==> src/rtl/prbs_gen_pkg.sv <==
package prbs_gen_pkg;
  localparam int STATE_W = 32;
  localparam int IDX_W   = $clog2(STATE_W);
  localparam int TAP_W   = IDX_W + 1;
  localparam int MODE_W  = 3;
  localparam int QRSS_RUN = 14;

  typedef enum logic [MODE_W-1:0] {
    MODE_CUSTOM = 3'd0,
    MODE_PRBS9  = 3'd1,
    MODE_PRBS15 = 3'd2,
    MODE_PRBS23 = 3'd3,
    MODE_QRSS   = 3'd4,
    MODE_REPEAT = 3'd5
  } gen_mode_e;
endpackage

==> src/rtl/prbs_cfg_ctrl.sv <==
module prbs_cfg_ctrl
  import prbs_gen_pkg::*;
(
  input  logic               clk_i,
  input  logic               rst_ni,
  input  logic [MODE_W-1:0]  mode_i,
  input  logic [TAP_W-1:0]   tap_n_i,
  input  logic [TAP_W-1:0]   tap_y_i,
  input  logic [STATE_W-1:0] pattern_i,
  output logic [IDX_W-1:0]   idx_a_o,
  output logic [IDX_W-1:0]   idx_b_o,
  output logic               rep_o,
  output logic               qrss_o,
  output logic               chg_o
);
  localparam int CFG_W = MODE_W + 2*TAP_W + STATE_W;

  logic [TAP_W-1:0] n_m1, y_m1;
  logic [CFG_W-1:0] cfg_now, cfg_q;

  assign n_m1 = tap_n_i - TAP_W'(1);
  assign y_m1 = tap_y_i - TAP_W'(1);

  // zero-based tap indices
  always_comb begin
    rep_o  = 1'b0;
    qrss_o = 1'b0;
    idx_a_o = n_m1[IDX_W-1:0];
    idx_b_o = y_m1[IDX_W-1:0];
    case (mode_i)
      MODE_PRBS9:  begin idx_a_o = IDX_W'(8);  idx_b_o = IDX_W'(4);  end
      MODE_PRBS15: begin idx_a_o = IDX_W'(14); idx_b_o = IDX_W'(13); end
      MODE_PRBS23: begin idx_a_o = IDX_W'(22); idx_b_o = IDX_W'(17); end
      MODE_QRSS: begin
        idx_a_o = IDX_W'(19);
        idx_b_o = IDX_W'(16);
        qrss_o  = 1'b1;
      end
      MODE_REPEAT: begin
        idx_b_o = n_m1[IDX_W-1:0];
        rep_o   = 1'b1;
      end
      default: ;
    endcase
  end

  assign cfg_now = {mode_i, tap_n_i, tap_y_i, pattern_i};

  always_ff @(posedge clk_i or negedge rst_ni) begin
    if (!rst_ni) cfg_q <= '0;
    else         cfg_q <= cfg_now;
  end

  assign chg_o = (cfg_now != cfg_q);
endmodule

==> src/rtl/prbs_lfsr_core.sv <==
module prbs_lfsr_core
  import prbs_gen_pkg::*;
(
  input  logic               clk_i,
  input  logic               rst_ni,
  input  logic               load_i,
  input  logic [STATE_W-1:0] seed_i,
  input  logic               adv_i,
  input  logic [IDX_W-1:0]   idx_a_i,
  input  logic [IDX_W-1:0]   idx_b_i,
  input  logic               rep_i,
  input  logic               qrss_i,
  output logic               bit_o
);
  logic [STATE_W-1:0] s_q;
  logic fb_raw, fb, lock, zero_run;

  assign fb_raw   = rep_i ? s_q[idx_a_i] : (s_q[idx_a_i] ^ s_q[idx_b_i]);
  assign lock     = ~rep_i & (s_q[STATE_W-2:0] == '0);
  assign fb       = lock | fb_raw;
  assign zero_run = qrss_i & (s_q[QRSS_RUN-1:0] == '0);
  assign bit_o    = fb | zero_run;

  always_ff @(posedge clk_i or negedge rst_ni) begin
    if (!rst_ni)     s_q <= '1;
    else if (load_i) s_q <= seed_i;
    else if (adv_i)  s_q <= {s_q[STATE_W-2:0], fb};
  end

  a_r2_shift_up: assert property (@(posedge clk_i) disable iff (!rst_ni)
    adv_i && !load_i |=> s_q[STATE_W-1:1] == $past(s_q[STATE_W-2:0]));
  a_r7_gap_hold: assert property (@(posedge clk_i) disable iff (!rst_ni)
    !adv_i && !load_i |=> $stable(s_q));
  a_r4_no_lockup: assert property (@(posedge clk_i) disable iff (!rst_ni)
    adv_i && !load_i && !rep_i && s_q[STATE_W-2:0] == '0 |=> s_q[0]);
  a_r9_reseed: assert property (@(posedge clk_i) disable iff (!rst_ni)
    load_i |=> s_q == $past(seed_i));
endmodule

==> src/rtl/prbs_err_inject.sv <==
module prbs_err_inject (
  input  logic clk_i,
  input  logic rst_ni,
  input  logic req_i,
  input  logic take_i,
  output logic flip_o
);
  logic req_q, pend_q;

  assign flip_o = pend_q & take_i;

  always_ff @(posedge clk_i or negedge rst_ni) begin
    if (!rst_ni) begin
      req_q  <= 1'b0;
      pend_q <= 1'b0;
    end else begin
      req_q  <= req_i;
      pend_q <= (req_i & ~req_q) | (pend_q & ~take_i);
    end
  end

  a_r8_req_latched: assert property (@(posedge clk_i) disable iff (!rst_ni)
    $rose(req_i) |=> pend_q);
  a_r8_single_flip: assert property (@(posedge clk_i) disable iff (!rst_ni)
    flip_o && !(req_i && !req_q) |=> !pend_q);
endmodule

==> src/rtl/prbs_pattern_gen.sv <==
module prbs_pattern_gen
  import prbs_gen_pkg::*;
(
  input  logic               clk_i,
  input  logic               rst_ni,
  input  logic               en_i,
  input  logic               data_en_i,
  input  logic [MODE_W-1:0]  mode_i,
  input  logic [TAP_W-1:0]   tap_n_i,
  input  logic [TAP_W-1:0]   tap_y_i,
  input  logic [STATE_W-1:0] pattern_i,
  input  logic               err_req_i,
  input  logic               traffic_i,
  output logic               data_o
);
  logic [IDX_W-1:0] idx_a, idx_b;
  logic rep, qrss, chg, load, adv, gen_bit, flip;
  logic [STATE_W-1:0] seed;

  prbs_cfg_ctrl u_cfg (
    .clk_i, .rst_ni, .mode_i, .tap_n_i, .tap_y_i, .pattern_i,
    .idx_a_o(idx_a), .idx_b_o(idx_b), .rep_o(rep), .qrss_o(qrss), .chg_o(chg)
  );

  // seed continuously while off; reseed on any config edit
  assign seed = rep ? pattern_i : '1;
  assign load = ~en_i | chg;
  assign adv  = en_i & data_en_i & ~chg;

  prbs_lfsr_core u_core (
    .clk_i, .rst_ni, .load_i(load), .seed_i(seed), .adv_i(adv),
    .idx_a_i(idx_a), .idx_b_i(idx_b), .rep_i(rep), .qrss_i(qrss),
    .bit_o(gen_bit)
  );

  prbs_err_inject u_err (
    .clk_i, .rst_ni, .req_i(err_req_i), .take_i(adv), .flip_o(flip)
  );

  assign data_o = en_i ? (gen_bit ^ flip) : traffic_i;
endmodule

==> config.mk <==
export PLATFORM = sky130hd
export DESIGN_NAME = prbs_pattern_gen
export DESIGN_NICKNAME = d
export VERILOG_FILES = /design/src/rtl/prbs_gen_pkg.sv /design/src/rtl/prbs_cfg_ctrl.sv /design/src/rtl/prbs_lfsr_core.sv /design/src/rtl/prbs_err_inject.sv /design/src/rtl/prbs_pattern_gen.sv
export SDC_FILE = /design/constraint.sdc
export NUM_CORES = 1
export LEC_CHECK = 0
export BUFFER_PORTS_ARGS = -buffer_cell sky130_fd_sc_hd__buf_2
export CORE_ASPECT_RATIO = 0.5
export CORE_UTILIZATION = 34
export DETAILED_ROUTE_END_ITERATION = 7
export HOLD_SLACK_MARGIN = 0.03
export PLACE_DENSITY = 0.52
export RECOVER_POWER = 100
export SKIP_CTS_REPAIR_TIMING = 1
export SLEW_MARGIN = 5
export SYNTH_ARGS = -nofsm -noshare
export SYNTH_HDL_FRONTEND = slang
export SYNTH_HIERARCHICAL = 1
export SYNTH_SLANG_ARGS = --single-unit
==> constraint.sdc <==
create_clock -name clk_i -period 4.4 [get_ports clk_i]
set_input_delay 0.88 -clock clk_i [delete_from_list [all_inputs] [get_ports clk_i]]
set_output_delay 0.88 -clock clk_i [all_outputs]
set_load 0.02 [all_outputs]
Word-level counts from Yosys, hierarchy flattened
Cells that the tools add are included.
{ "totals": {"wordCells": 48, "ff_bits": 81, "input_bits": 53} }
{ "op_classes": {"muxes": 13, "eq_ne": 6, "n_reduce_logical": 3, "n_lt_le_gt_ge": 2, "add_sub_neg": 2, "n_bitwise": 18} }
{ "op_table": {"columns": ["operator", "n"], "rows": [
  ["32-bit 2-to-1 mux", 3],
  ["47-bit inequality test", 1],
  ["31-bit logical NOT", 1],
  ["5-bit case mux with 5 select lines", 1],
  ["5-bit case mux with 4 select lines", 1],
  ["14-bit logical NOT", 1],
  ["5-bit by 6-bit less-than comparator with 1-bit output, second input constant", 2],
  ["1-bit binary-select mux with 5-bit select", 2],
  ["5-bit by 1-bit subtractor with 5-bit output, second input constant", 2],
  ["1-bit AND", 7],
  ["3-bit by 2-bit equality test with 1-bit output, second input constant", 2],
  ["3-bit equality test, second input constant", 2],
  ["1-bit 2-to-1 mux", 6],
  ["1-bit inverter", 5],
  ["1-bit bitwise OR", 4],
  ["3-bit by 1-bit equality test with 1-bit output, second input constant", 1],
  ["2-bit nonzero test", 1],
  ["1-bit bitwise XOR", 2]
]} }

Depth between registers and ports, before layout
Gate-level depths: netlist of run 1.
{ "logic_depth": {"depth_word": 10, "ltp_mapped": 16} }

Cells and area by module
Netlist of run 1, hierarchy kept.
{ "modules_own_cells": {"columns": ["mod", "cells_per_inst", "instances", "seq_area_each_um2", "area_each_um2"], "rows": [
  ["prbs_lfsr_core", 203, 1, 840.8, 2192.1],
  ["prbs_cfg_ctrl", 171, 1, 1176.1, 2104.5],
  ["prbs_pattern_gen", 41, 1, 0.0, 247.7],
  ["prbs_err_inject", 6, 1, 50.0, 77.6]
]} }

Worst setup path after synthesis of run 1
Ideal clock, no wire load.
{ "synth_timing": {"path_kind": "input port to output port", "startpoint": "in mode_i[2]", "endpoint": "out data_o", "required_time_ns": 3.520, "setup_slack_ns": -0.489, "stages": 15, "t_arrival_ns": 4.009, "path_cell_list": "buf_4 > clkinv_1 > ha_1 > buf_2 > o21bai_1 > a21oi_1 > a31oi_1 > buf_6 > mux4_1 > mux2_2 > o311ai_4 > xnor2_1 > nand2_1 > xnor2_1 > a21oi_1"} }
{ "synth_between": {"elab_chain_cells": 10} }
{ "synth_lines": {"columns": ["element", "line_no", "rtl"], "rows": [
  ["start, declared", "prbs_pattern_gen.sv:8", "input logic [MODE_W-1:0] mode_i,"],
  ["3-bit equality test (tied with other cells)", "prbs_cfg_ctrl.sv:30", "case (mode_i)"],
  ["5-bit case mux with 5 select lines (*)", "prbs_cfg_ctrl.sv:30", null],
  ["net idx_b[0]", "prbs_pattern_gen.sv:16", "logic [IDX_W-1:0] idx_a, idx_b;"],
  ["1-bit binary-select mux with 5-bit select (*)", "prbs_lfsr_core.sv:18", "assign fb_raw = rep_i ? s_q[idx_a_i] : (s_q[idx_a_i] ^ s_q[idx_b_i]);"],
  ["1-bit 2-to-1 mux (implied by the code) (*)", "prbs_lfsr_core.sv:18", null],
  ["1-bit bitwise XOR (*)", "prbs_lfsr_core.sv:18", null],
  ["1-bit 2-to-1 mux (*)", "prbs_lfsr_core.sv:18", null],
  ["1-bit bitwise OR (*)", "prbs_lfsr_core.sv:20", "assign fb = lock | fb_raw;"],
  ["1-bit bitwise OR (*)", "prbs_lfsr_core.sv:22", "assign bit_o = fb | zero_run;"],
  ["net gen_bit", "prbs_pattern_gen.sv:17", "logic rep, qrss, chg, load, adv, gen_bit, flip;"],
  ["1-bit bitwise XOR (*)", "prbs_pattern_gen.sv:40", "assign data_o = en_i ? (gen_bit ^ flip) : traffic_i;"],
  ["1-bit 2-to-1 mux (*)", "prbs_pattern_gen.sv:40", null],
  ["end, declared", "prbs_pattern_gen.sv:14", "output logic data_o"]
]} }
Mark *: on every way through the listed nets, which the timed path passes. The rest lies on a longest branch. The select of a mux whose other input is x is not followed.

Worst setup path in the final report of run 1
Same ends and word-level chain as after synthesis.

==> results of run 1 <==
## logic make-up after synthesis
logic type / after synthesis
muxes: 57
and+or+nand+nor: 126
adders and majority gates: 4
AOI/OAI and AO/OA: 64
xor gates and xnor gates: 55
DFF: 81
buffers and inverters: 34
## stage by stage
step / std cells / cell area [sq um] / util (%) / setup slack (ns)
after detailed placement: 646 / 5216 / 40.27 / -0.1712
after floorplan: 421 / 4666 / - / -0.04826
after global routing: 664 / 5479 / 42.30 / -0.1706
after CTS: 662 / 5489 / 42.37 / -0.1841
final: 664 / 5479 / 42.30 / -0.06361
after global placement: 646 / 5216 / 40.27 / -0.1399
## registers in the layout (all words and copies together), names as in the netlist
signal,flops
u_cfg/cfg_q,47
u_err/pend_q,1
u_err/req_q,1
u_core/s_q,32
## power by group through the flow
| stage | registers [uW] | logic (uW) | clock network (uW) |
|---|---|---|---|
| 2_1_floorplan | 809 | 179 | 0 |
| 3_3_place_gp | 815 | 283 | 0 |
| 3_5_place_dp | 815 | 284 | 0 |
| 4_1_cts | 803 | 286 | 714 |
| 5_1_grt | 806 | 316 | 741 |
| 6_report | 803 | 286 | 692 |
## final cells by class
type                       count  area [sq um]  share of cell area, %
multi-input combinational    306          2436                  44.46
sequential                    81          2067                  37.73
timing repair buffer          80         436.7                  7.970
clock buffer                  10         229.0                  4.179
tap                          170         212.7                  3.882
inverter                      11         53.80                 0.9820
clock inverter                 6         43.79                 0.7993
## final timing paths
kind                                            from                   endpoint  slack (ns)  depth (start not counted)
setup / recovery                           mode_i[2]                     data_o       -0.06                         15
setup reg to reg           u_cfg/cfg_q[35]$_DFF_PN0_  u_core/s_q[0]$_DFFE_PN1P_        0.91                         11
hold / removal                 u_err/req_q$_DFF_PN0_     u_err/pend_q$_DFF_PN0_        0.43                          1
hold reg to reg                u_err/req_q$_DFF_PN0_     u_err/pend_q$_DFF_PN0_        0.43                          1
max in group asynchronous                     rst_ni  u_cfg/cfg_q[39]$_DFF_PN0_        2.06                          1
min in group asynchronous                     rst_ni  u_cfg/cfg_q[37]$_DFF_PN0_        1.06                          1
## critical path, stage by stage
cell and delay [ns]:
buf_8 0.09, clkinv_8 0.04, ha_4 0.27, o21bai_1 0.10
a21oi_1 0.08, a31oi_1 0.22, buf_4 0.21, mux4_2 0.49
mux2_4 0.29, o311ai_4 0.26, xnor2_1 0.16, nand2_1 0.10
xnor2_2 0.14, a21oi_2 0.11, buf_4 0.14
## routing by layer
layer	GRT usage, %	share of wire, %	vias up
li1	-	-	1631
met3	4.385	5.4	9
met2	23.43	41	85
met5	0	0	-
met1	25.30	53	1589
met4	4.798	1.0	0
## layout by cell type (no fill, tap or decap), drive strengths merged, types with 3 or more instances in the layout
cell,synthesis,routed
dfstp,32,32
nand2b,35,35
nand3,4,4
o21ai,36,36
nor3,5,5
nand2,39,39
nand4,11,11
clkbuf,10,57
buf,13,33
dfrtp,49,49
a21oi,6,6
nor4,11,11
xnor2,53,53
mux2,5,5
mux2i,37,37
inv,10,11
clkinv,1,5
a31oi,3,3
nor2b,4,4
nor2,9,9
ha,3,3
mux4,15,15
==> impl_metrics.env, run 1 <==
export IMPL_place_congestion=0.8374
export IMPL_switchingPower_uw=472.9
export IMPL_cap_violations=1
export IMPL_slew_viol_final=82
export IMPL_synth_xor_area_share_pct=10.42
export IMPL_yosysMostFrequentCell="xnor2_1"
export IMPL_peakVddDrop_mv=0.1558
export IMPL_fin_nets=545
export IMPL_num_vias=3314
export IMPL_p_leak_uw=0.002114
export IMPL_grt_usage_pct=16.82
export IMPL_cts_sinks=81
export IMPL_synthTopCellsByCount="xnor2_1 (53), dfrtp_1 (49), nand2_1 (39)"
export IMPL_power_density_nw_per_um2=325.1
export IMPL_synth_fa_ha_area_share_pct=1.029
export IMPL_ioPinCount=54
export IMPL_finalHoldViolCount=0
export IMPL_drtIter0Drc=175
export IMPL_initial_utilization_pct=35.68
export IMPL_grt_max_degree=82
export IMPL_clock_skew_final_ns=0.009785
export IMPL_dieWidth_um=166.9
export IMPL_hold_path_class="flop to flop"
export IMPL_path_clk_slew_ns=0.06
export IMPL_rows=29
export IMPL_synth_seq_cells=81
export IMPL_place_detailed_hpwl_mm=8.026
export IMPL_wl_per_cell_um=16.64
export IMPL_p_sw_share_pct=26.55
export IMPL_first_global_vias=3308
export IMPL_dieArea_sq_um=14090
export IMPL_htree_levels=3
export IMPL_fmax_mhz=224.0
export IMPL_fin_crit_sh_pct=101.4
export IMPL_synth_edf_count=0
export IMPL_rsz0062_at_grt="true"
export IMPL_root_buffer="clkbuf_16"
export IMPL_io_buffers=53
export IMPL_drive_gt1_share_pct=23.48
export IMPL_end_kind="output pin"
export IMPL_clock_path_buffers=2
export IMPL_syn_nets=477
export IMPL_cts_buffers=9
export IMPL_pwr_share_seq_pct=45.1
export IMPL_antenna_cells=0
export IMPL_fillCellCount=1272
export IMPL_fin_crit_ns=4.464
export IMPL_synth_compound_area_share_pct=8.879
export IMPL_drt_wl_total_mm=11.05
export IMPL_outcome="finished, violations left"
export IMPL_yosys_area_top_type="dfrtp_1"
export IMPL_yosysTopAreaCellShare_pct=26.53
export IMPL_yosys_area_share_simple_pct=14.70
export IMPL_intPower_uw=1309
export IMPL_layout_setup_ws_ns=-0.06361
export IMPL_crit_required_ns=3.52
export IMPL_cts_tree="done"
export IMPL_start_kind="input port"
export IMPL_grt_remaining_overflow=0
export IMPL_syn_area_sq_um=4622
export IMPL_power_uw=1781
export IMPL_syn_area_per_cell_sq_um=10.98
export IMPL_relSlewSlack_pct=-35.98
export IMPL_muxShareOfSynthArea_pct=16.95
export IMPL_ant_nets=0
export IMPL_vias_per_cell=4.991
export IMPL_drc_errors=0
export IMPL_synth_top_family_by_area="multiplexers"
export IMPL_grt_antenna_before_repair=0
export IMPL_grt_first_pass_wirelength_mm=17.99
export IMPL_synth_distinct_cells=57
export IMPL_core_area_sq_um=12950
export IMPL_holdWs_ns=0.4286
export IMPL_syn2layout_area_growth_pct=18.54
export IMPL_clock_power_share_pct=38.9
export IMPL_yosysWarnings=6
export IMPL_die_y_um=84.45
export IMPL_synthTopCellsByArea="dfrtp_1 (27%), dfstp_2 (18%), xnor2_1 (10%)"
export IMPL_combPwrFrac_pct=16.1
export IMPL_totalNegativeSetupSlack_ns=-0.06361
export IMPL_setup_viol=1
export IMPL_drt_pass1_iter_count=5
export IMPL_yosys_most_used_dff="dfrtp_1"
export IMPL_worst_pin_slew_ns=2.040
export IMPL_async_flop_share_pct=100.0
export IMPL_clock_latency_ns=0.34
export IMPL_ys_seq_area_share_pct=44.72
export IMPL_netlist_instances=421
export IMPL_worst_path_max_fanout=5
export IMPL_critical_path_class="input port to output pin"
export IMPL_violations="capacitance limit, slew limit, setup timing"
export IMPL_crit_arrival_ns=3.58
(Power assumes the default switching activity.)
==> run 2, diff against run 1 <==
- CAP_MARGIN: unset -> 20
- CORE_UTILIZATION: 34 -> 53
- PLACE_DENSITY: 0.52 -> 0.75
- SLEW_MARGIN: 5 -> 20
==> run 2 against run 1 <==
The run ends with setup timing left. Global-route usage rose by 7.7 points. Clock skew fell by 0.0023 ns. Critical path depth did not move. Via count increased by 3.7%. Cell count fell by 8.6%. Non-clock buffer count rose by 1. Sequential power is essentially flat. Register-to-register slack better by 0.03 ns. Critical path type unchanged. Largest cell class unchanged.
==> impl_metrics.env, run 2 (same netlist as run 1, synthesis figures left out) <==
export IMPL_relSlewSlack_pct=11.39
export IMPL_layout_setup_ws_ns=-0.09522
export IMPL_fin_cells=607
export IMPL_clock_latency_ns=0.34
export IMPL_grt_first_pass_wirelength_mm=16.36
export IMPL_peakVddDrop_mv=0.2024
export IMPL_top_regs="u_cfg/cfg_q: 47 flops, u_core/s_q: 32 flops"
export IMPL_htree_levels=3
export IMPL_place_detailed_hpwl_mm=7.482
export IMPL_largest_register_ffs=47
export IMPL_final_common_cell="xnor2_1"
export IMPL_path_clk_slew_ns=0.06
export IMPL_drtIter0Drc=236
export IMPL_worst_path_max_fanout=6
export IMPL_initial_utilization_pct=56.16
export IMPL_start_kind="input port"
export IMPL_fin_nets=546
export IMPL_postLayoutCellArea_sq_um=5400
export IMPL_ioPinCount=54
export IMPL_fin_crit_ns=4.495
export IMPL_grt_max_degree=82
export IMPL_hold_path_class="flop to flop"
export IMPL_dieArea_sq_um=9121
export IMPL_violations="setup timing"
export IMPL_setup_viol=1
export IMPL_place_congestion=0.8974
export IMPL_end_kind="output pin"
export IMPL_worst_pin_slew_ns=1.329
export IMPL_regMostFlops="u_cfg/cfg_q"
export IMPL_first_global_vias=3199
export IMPL_dieWidth_um=134.1
export IMPL_syn2layout_area_growth_pct=16.84
export IMPL_power_density_nw_per_um2=326.6
export IMPL_cts_tree="done"
export IMPL_critical_path_class="input port to output pin"
export IMPL_clock_skew_final_ns=0.007486
export IMPL_cts_sinks=81
export IMPL_slew_viol_final=0
export IMPL_outcome="finished, violations left"
export IMPL_crit_chain="buf_8 > clkinv_8 > ha_4 > o21bai_1 > a21oi_1 > a31oi_1 > buf_4 > mux4_2 > mux2_4 > o311ai_4 > xnor2_1 > nand2_1 > xnor2_2 > a21oi_2 > buf_6"
export IMPL_rsz0062_at_grt="true"
export IMPL_antenna_cells=0
export IMPL_fin_crit_sh_pct=102.2
export IMPL_crit_required_ns=3.52
export IMPL_crit_arrival_ns=3.62
export IMPL_p_leak_uw=0.002094
export IMPL_drt_wl_total_mm=10.38
export IMPL_cpPeakStageDelay_ns=0.51
export IMPL_totalNegativeSetupSlack_ns=-0.09522
export IMPL_grt_usage_pct=24.53
export IMPL_rows=23
export IMPL_ant_nets=0
export IMPL_io_buffers=53
export IMPL_vias_per_cell=5.659
export IMPL_die_y_um=68.04
export IMPL_cap_violations=0
export IMPL_drt_pass1_iter_count=6
export IMPL_crit_buf_inv=4
export IMPL_finalHoldViolCount=0
export IMPL_num_vias=3435
export IMPL_grt_antenna_before_repair=0
export IMPL_layout_common_cells="xnor2_1 (52), clkbuf_1 (50), dfrtp_1 (49), nand2_1 (39), mux2i_1 (36)"
export IMPL_placedCellCount=586
export IMPL_placed_cell_area_sq_um=5129
export IMPL_drive_gt1_share_pct=23.03
export IMPL_path_delay_family="multiplexers"
export IMPL_root_buffer="clkbuf_16"
export IMPL_grt_remaining_overflow=0
export IMPL_wl_per_cell_um=17.09
export IMPL_clock_path_buffers=2
export IMPL_pre_cts_ws_ns=-0.1672
export IMPL_core_area_sq_um=8230
export IMPL_crit_path_top_delay_cell="mux4_2"
export IMPL_cts_buffers=9
export IMPL_drc_errors=0
export IMPL_fmax_mhz=222.5
==> run 2: cell types whose count changed in the layout (fill, tap and decap cells not counted), sizes merged <==
| cell | previous run | this run |
|---|---|---|
| clkinv | 5 | 2 |
| clkinvlp | 1 | 2 |
| clkbuf | 57 | 61 |
| buf | 33 | 32 |
==> run 2: path summary, 6_finish.rpt <==
path / depth (start not counted) / start / end / slack [ns]
setup / recovery: 15 / mode_i[2] / data_o / -0.1
hold / removal: 1 / u_err/req_q$_DFF_PN0_ / u_err/pend_q$_DFF_PN0_ / 0.44
setup reg to reg: 11 / u_cfg/cfg_q[35]$_DFF_PN0_ / u_core/s_q[0]$_DFFE_PN1P_ / 0.94
hold reg to reg: 1 / u_err/req_q$_DFF_PN0_ / u_err/pend_q$_DFF_PN0_ / 0.44
max in group asynchronous: 2 / rst_ni / u_cfg/cfg_q[42]$_DFF_PN0_ / 1.63
min in group asynchronous: 1 / rst_ni / u_cfg/cfg_q[37]$_DFF_PN0_ / 0.81
==> run 2: stage by stage <==
stage          utilization [%]  hold slack [ns]  total power (uW)
4_1_cts                  65.54           0.4427              1775
2_1_floorplan                -           0.4136             988.2
3_3_place_gp             62.31           0.4166              1089
6_report                 65.61           0.4381              1764
3_5_place_dp             62.31           0.4349              1094
5_1_grt                  65.61           0.4493              1843
==> run 2: per-layer routing <==
layer	vias to the layer above	part of all wire [%]	GRT usage, %	routed length [um]
met1	1635	47	33.64	4892
met4	0	1.4	9.410	143
met3	11	8.0	7.407	827
li1	1637	-	-	-
met5	-	0	0	0
met2	152	43	37.05	4512
==> run 2: cell type report <==
| type | count | area, sq um |
|---|---|---|
| fillers | 693 | 2830 |
| multi-input cells | 306 | 2454 |
| flip-flops and latches | 81 | 2067 |
| repair buffers | 81 | 420.4 |
| clock buffers | 12 | 236.5 |
| well taps | 112 | 140.1 |
| inverters | 11 | 53.80 |
| clock inverters | 4 | 28.78 |
==> run 2: where the power goes <==
| part | internal, uW | switching [uW] | total (uW) |
|---|---|---|---|
| Clock | 383 | 288 | 672 |
| Sequential | 783 | 21.9 | 804 |
| Combinational | 143 | 145 | 287 |
==> run 3, diff against run 2 <==
- BUFFER_PORTS_ARGS: -buffer_cell sky130_fd_sc_hd__buf_2 -> -buffer_cell sky130_fd_sc_hd__buf_4
- CORE_UTILIZATION: 53 -> 54
- PLACE_DENSITY: 0.75 -> 0.76
- SYNTH_HIERARCHICAL: 1 -> unset
==> run 3 against run 2 <==
The run ends with capacitance limit left. Highest routed layer unchanged. Largest power group unchanged. Maximum frequency increased by 5.9%. Hold slack worse by 0.00060 ns. Setup slack improved by 0.25 ns. Combinational power is 37% higher. Synthesized cell count grew 24%. Count of clock-buffer cells in the layout fell by 2. Wire length grew 47%. Area after synthesis rose by 7.9%.
==> impl_metrics.env, run 3 <==
export IMPL_outcome="finished, violations left"
export IMPL_violations="capacitance limit"
export IMPL_worst_path_max_fanout=5
export IMPL_core_area_sq_um=8828
export IMPL_intPower_uw=1411
export IMPL_largest_register_ffs=47
export IMPL_num_vias=4492
export IMPL_critical_path_class="input port to output pin"
export IMPL_ant_nets=0
export IMPL_wl_per_cell_um=21.64
export IMPL_synth_edf_count=0
export IMPL_fin_cells=703
export IMPL_cts_buffers=9
export IMPL_crit_end="data_o"
export IMPL_relSlewSlack_pct=0.05889
export IMPL_ioPinCount=54
export IMPL_synthTopCellsByCount="dfrtp_1 (49), a21oi_1 (46), nand2_1 (43)"
export IMPL_place_detailed_hpwl_mm=11.52
export IMPL_syn2layout_area_growth_pct=16.01
export IMPL_io_buffers=53
export IMPL_grt_remaining_overflow=0
export IMPL_r2r_slack_ns=0.77
export IMPL_fin_crit_sh_pct=96.49
export IMPL_worst_pin_slew_ns=1.499
export IMPL_timing_rr_end="u_core.s_q[0]$_DFFE_PN1P_"
export IMPL_slew_viol_final=0
export IMPL_pre_cts_ws_ns=-0.01289
export IMPL_drt_wl_total_mm=15.22
export IMPL_finalHoldViolCount=0
export IMPL_grt_max_degree=82
export IMPL_drtIter0Drc=338
export IMPL_layout_setup_ws_ns=0.1546
export IMPL_drive_gt1_share_pct=17.06
export IMPL_yosysMostFrequentCell="dfrtp_1"
export IMPL_pwr_share_seq_pct=40.7
export IMPL_final_common_cell="dfrtp_1"
export IMPL_whs_path_depth=1
export IMPL_power_uw=1988
export IMPL_switchingPower_uw=576.9
export IMPL_end_kind="output pin"
export IMPL_initial_utilization_pct=56.46
export IMPL_grt_usage_pct=33.36
export IMPL_syn_nets=576
export IMPL_async_flop_share_pct=100.0
export IMPL_combPwrFrac_pct=19.8
export IMPL_crit_chain="buf_4 > clkbuf_1 > o2111ai_1 > nor4_1 > nand4_1 > nor4_4 > nand4_1 > nor3_1 > mux2i_1 > o2111ai_1 > buf_4"
export IMPL_peakVddDrop_mv=0.2234
export IMPL_ys_seq_area_share_pct=41.47
export IMPL_cap_violations=1
export IMPL_drt_pass1_iter_count=5
export IMPL_grt_first_pass_wirelength_mm=23.50
export IMPL_cpPeakStageDelay_ns=0.52
export IMPL_clock_path_buffers=2
export IMPL_fin_nets=636
export IMPL_regMostFlops="u_cfg.cfg_q"
export IMPL_netlist_instances=521
export IMPL_path_clk_slew_ns=0.06
export IMPL_power_density_nw_per_um2=343.7
export IMPL_dieWidth_um=137.9
export IMPL_grt_antenna_before_repair=0
export IMPL_synth_distinct_cells=69
export IMPL_dieArea_sq_um=9643
export IMPL_clock_skew_final_ns=0.008455
export IMPL_cts_sinks=81
export IMPL_cts_tree="done"
export IMPL_top_regs="u_cfg.cfg_q: 47 flops, u_core.s_q: 32 flops"
export IMPL_start_kind="input port"
export IMPL_p_leak_uw=0.002318
export IMPL_yosys_most_used_dff="dfrtp_1"
export IMPL_yosys_area_top_type="dfrtp_1"
export IMPL_r2r_start="u_cfg.cfg_q[4]$_DFF_PN0_"
export IMPL_setup_viol=0
export IMPL_rows=24
export IMPL_crit_path_top_delay_cell="nor4_4"
export IMPL_synth_seq_cells=81
export IMPL_yosysWarnings=0
export IMPL_p_sw_share_pct=29.03
export IMPL_yosysTopAreaCellShare_pct=24.60
export IMPL_hold_path_class="flop to flop"
export IMPL_fin_crit_ns=4.245
export IMPL_antenna_cells=0
export IMPL_placedCellCount=686
export IMPL_fillCellCount=774
export IMPL_crit_arrival_ns=3.37
export IMPL_r2r_cells=9
export IMPL_clock_latency_ns=0.34
export IMPL_first_global_vias=4239
export IMPL_syn_area_per_cell_sq_um=9.568
export IMPL_htree_levels=3
export IMPL_fmax_mhz=235.6
export IMPL_crit_required_ns=3.52
export IMPL_clock_power_share_pct=39.5
export IMPL_startpoint="tap_n_i[0]"
export IMPL_syn_area_sq_um=4985
export IMPL_place_congestion=0.9653
export IMPL_layout_common_cells="dfrtp_1 (49), a21oi_1 (45), clkbuf_1 (44), nand2_1 (43), mux2i_1 (42)"
export IMPL_totalNegativeSetupSlack_ns=0
export IMPL_drc_errors=0
export IMPL_vias_per_cell=6.390
export IMPL_die_y_um=69.94
export IMPL_synthTopCellsByArea="dfrtp_1 (25%), dfstp_2 (17%), mux2i_1 (8.4%)"
export IMPL_root_buffer="clkbuf_16"
-- run 3: logic make-up (layout without fill, tap and decap cells) --
group,Yosys count,in the layout,share of synthesized area [%]
XOR/XNOR,44,44,7.882
AND/OR/NAND/NOR,192,192,20.56
multiplexers,46,46,10.01
adder cells (fa/ha/maj),4,4,0.9036
buffers and inverters,43,108,3.740
flip-flops,81,81,41.47
AO/OA/AOI/OAI,111,111,15.44
-- run 3: power by group through the flow --
stage / Sequential (uW) / Combinational (uW) / Clock (uW)
finish: 809 / 394 / 785
global route: 811 / 428 / 822
CTS: 807 / 398 / 793
detailed placement: 819 / 394 / 0
global placement: 819 / 392 / 0
floorplan: 810 / 244 / 0
-- run 3: critical path, delay by kind of cell --
family                 cells  cell delay (ns)
multiplexers               1             0.10
buffers and inverters      3             0.55
AO/OA/AOI/OAI              2             0.28
AND/OR/NAND/NOR            5             1.57
-- run 3: area by class of cell --
class / count / area [sq um] / area share, %
Sequential cell: 81 / 2067 / 35.74
Tap cell: 117 / 146.4 / 2.531
Inverter: 18 / 71.32 / 1.233
Multi-Input combinational cell: 397 / 2785 / 48.16
Clock buffer: 10 / 239.0 / 4.132
Clock inverter: 6 / 73.82 / 1.277
Timing Repair Buffer: 74 / 400.4 / 6.923
-- run 3: routing by layer --
metal  part of all wire (%)  up-vias  global-route usage [%]
met5                      0        -                       0
met4                    1.4        0                   6.643
met3                    9.4       28                   7.117
met2                     42      225                   46.78
met1                     48     2194                   52.42
li1                       -     2045                       -
-- run 3: worst min path at each step --
stage | startpoint | end
final | u_err.req_q$_DFF_PN0_ | u_err.pend_q$_DFF_PN0_
after detailed placement | u_err.req_q$_DFF_PN0_ | u_err.pend_q$_DFF_PN0_
after global routing | u_err.req_q$_DFF_PN0_ | u_err.pend_q$_DFF_PN0_
after CTS | u_err.req_q$_DFF_PN0_ | u_err.pend_q$_DFF_PN0_
after global placement | u_err.req_q$_DFF_PN0_ | u_err.pend_q$_DFF_PN0_
after floorplan | u_err.req_q$_DFF_PN0_ | u_err.pend_q$_DFF_PN0_
-- run 3: through the flow --
stage          util (%)  hold slack [ns]  area [sq um]
2_1_floorplan         -           0.3996          4985
3_3_place_gp      63.22           0.4171          5582
3_5_place_dp      63.22           0.4227          5582
4_1_cts           66.77           0.4476          5894
5_1_grt           65.50           0.4854          5783
6_report          65.50           0.4375          5783
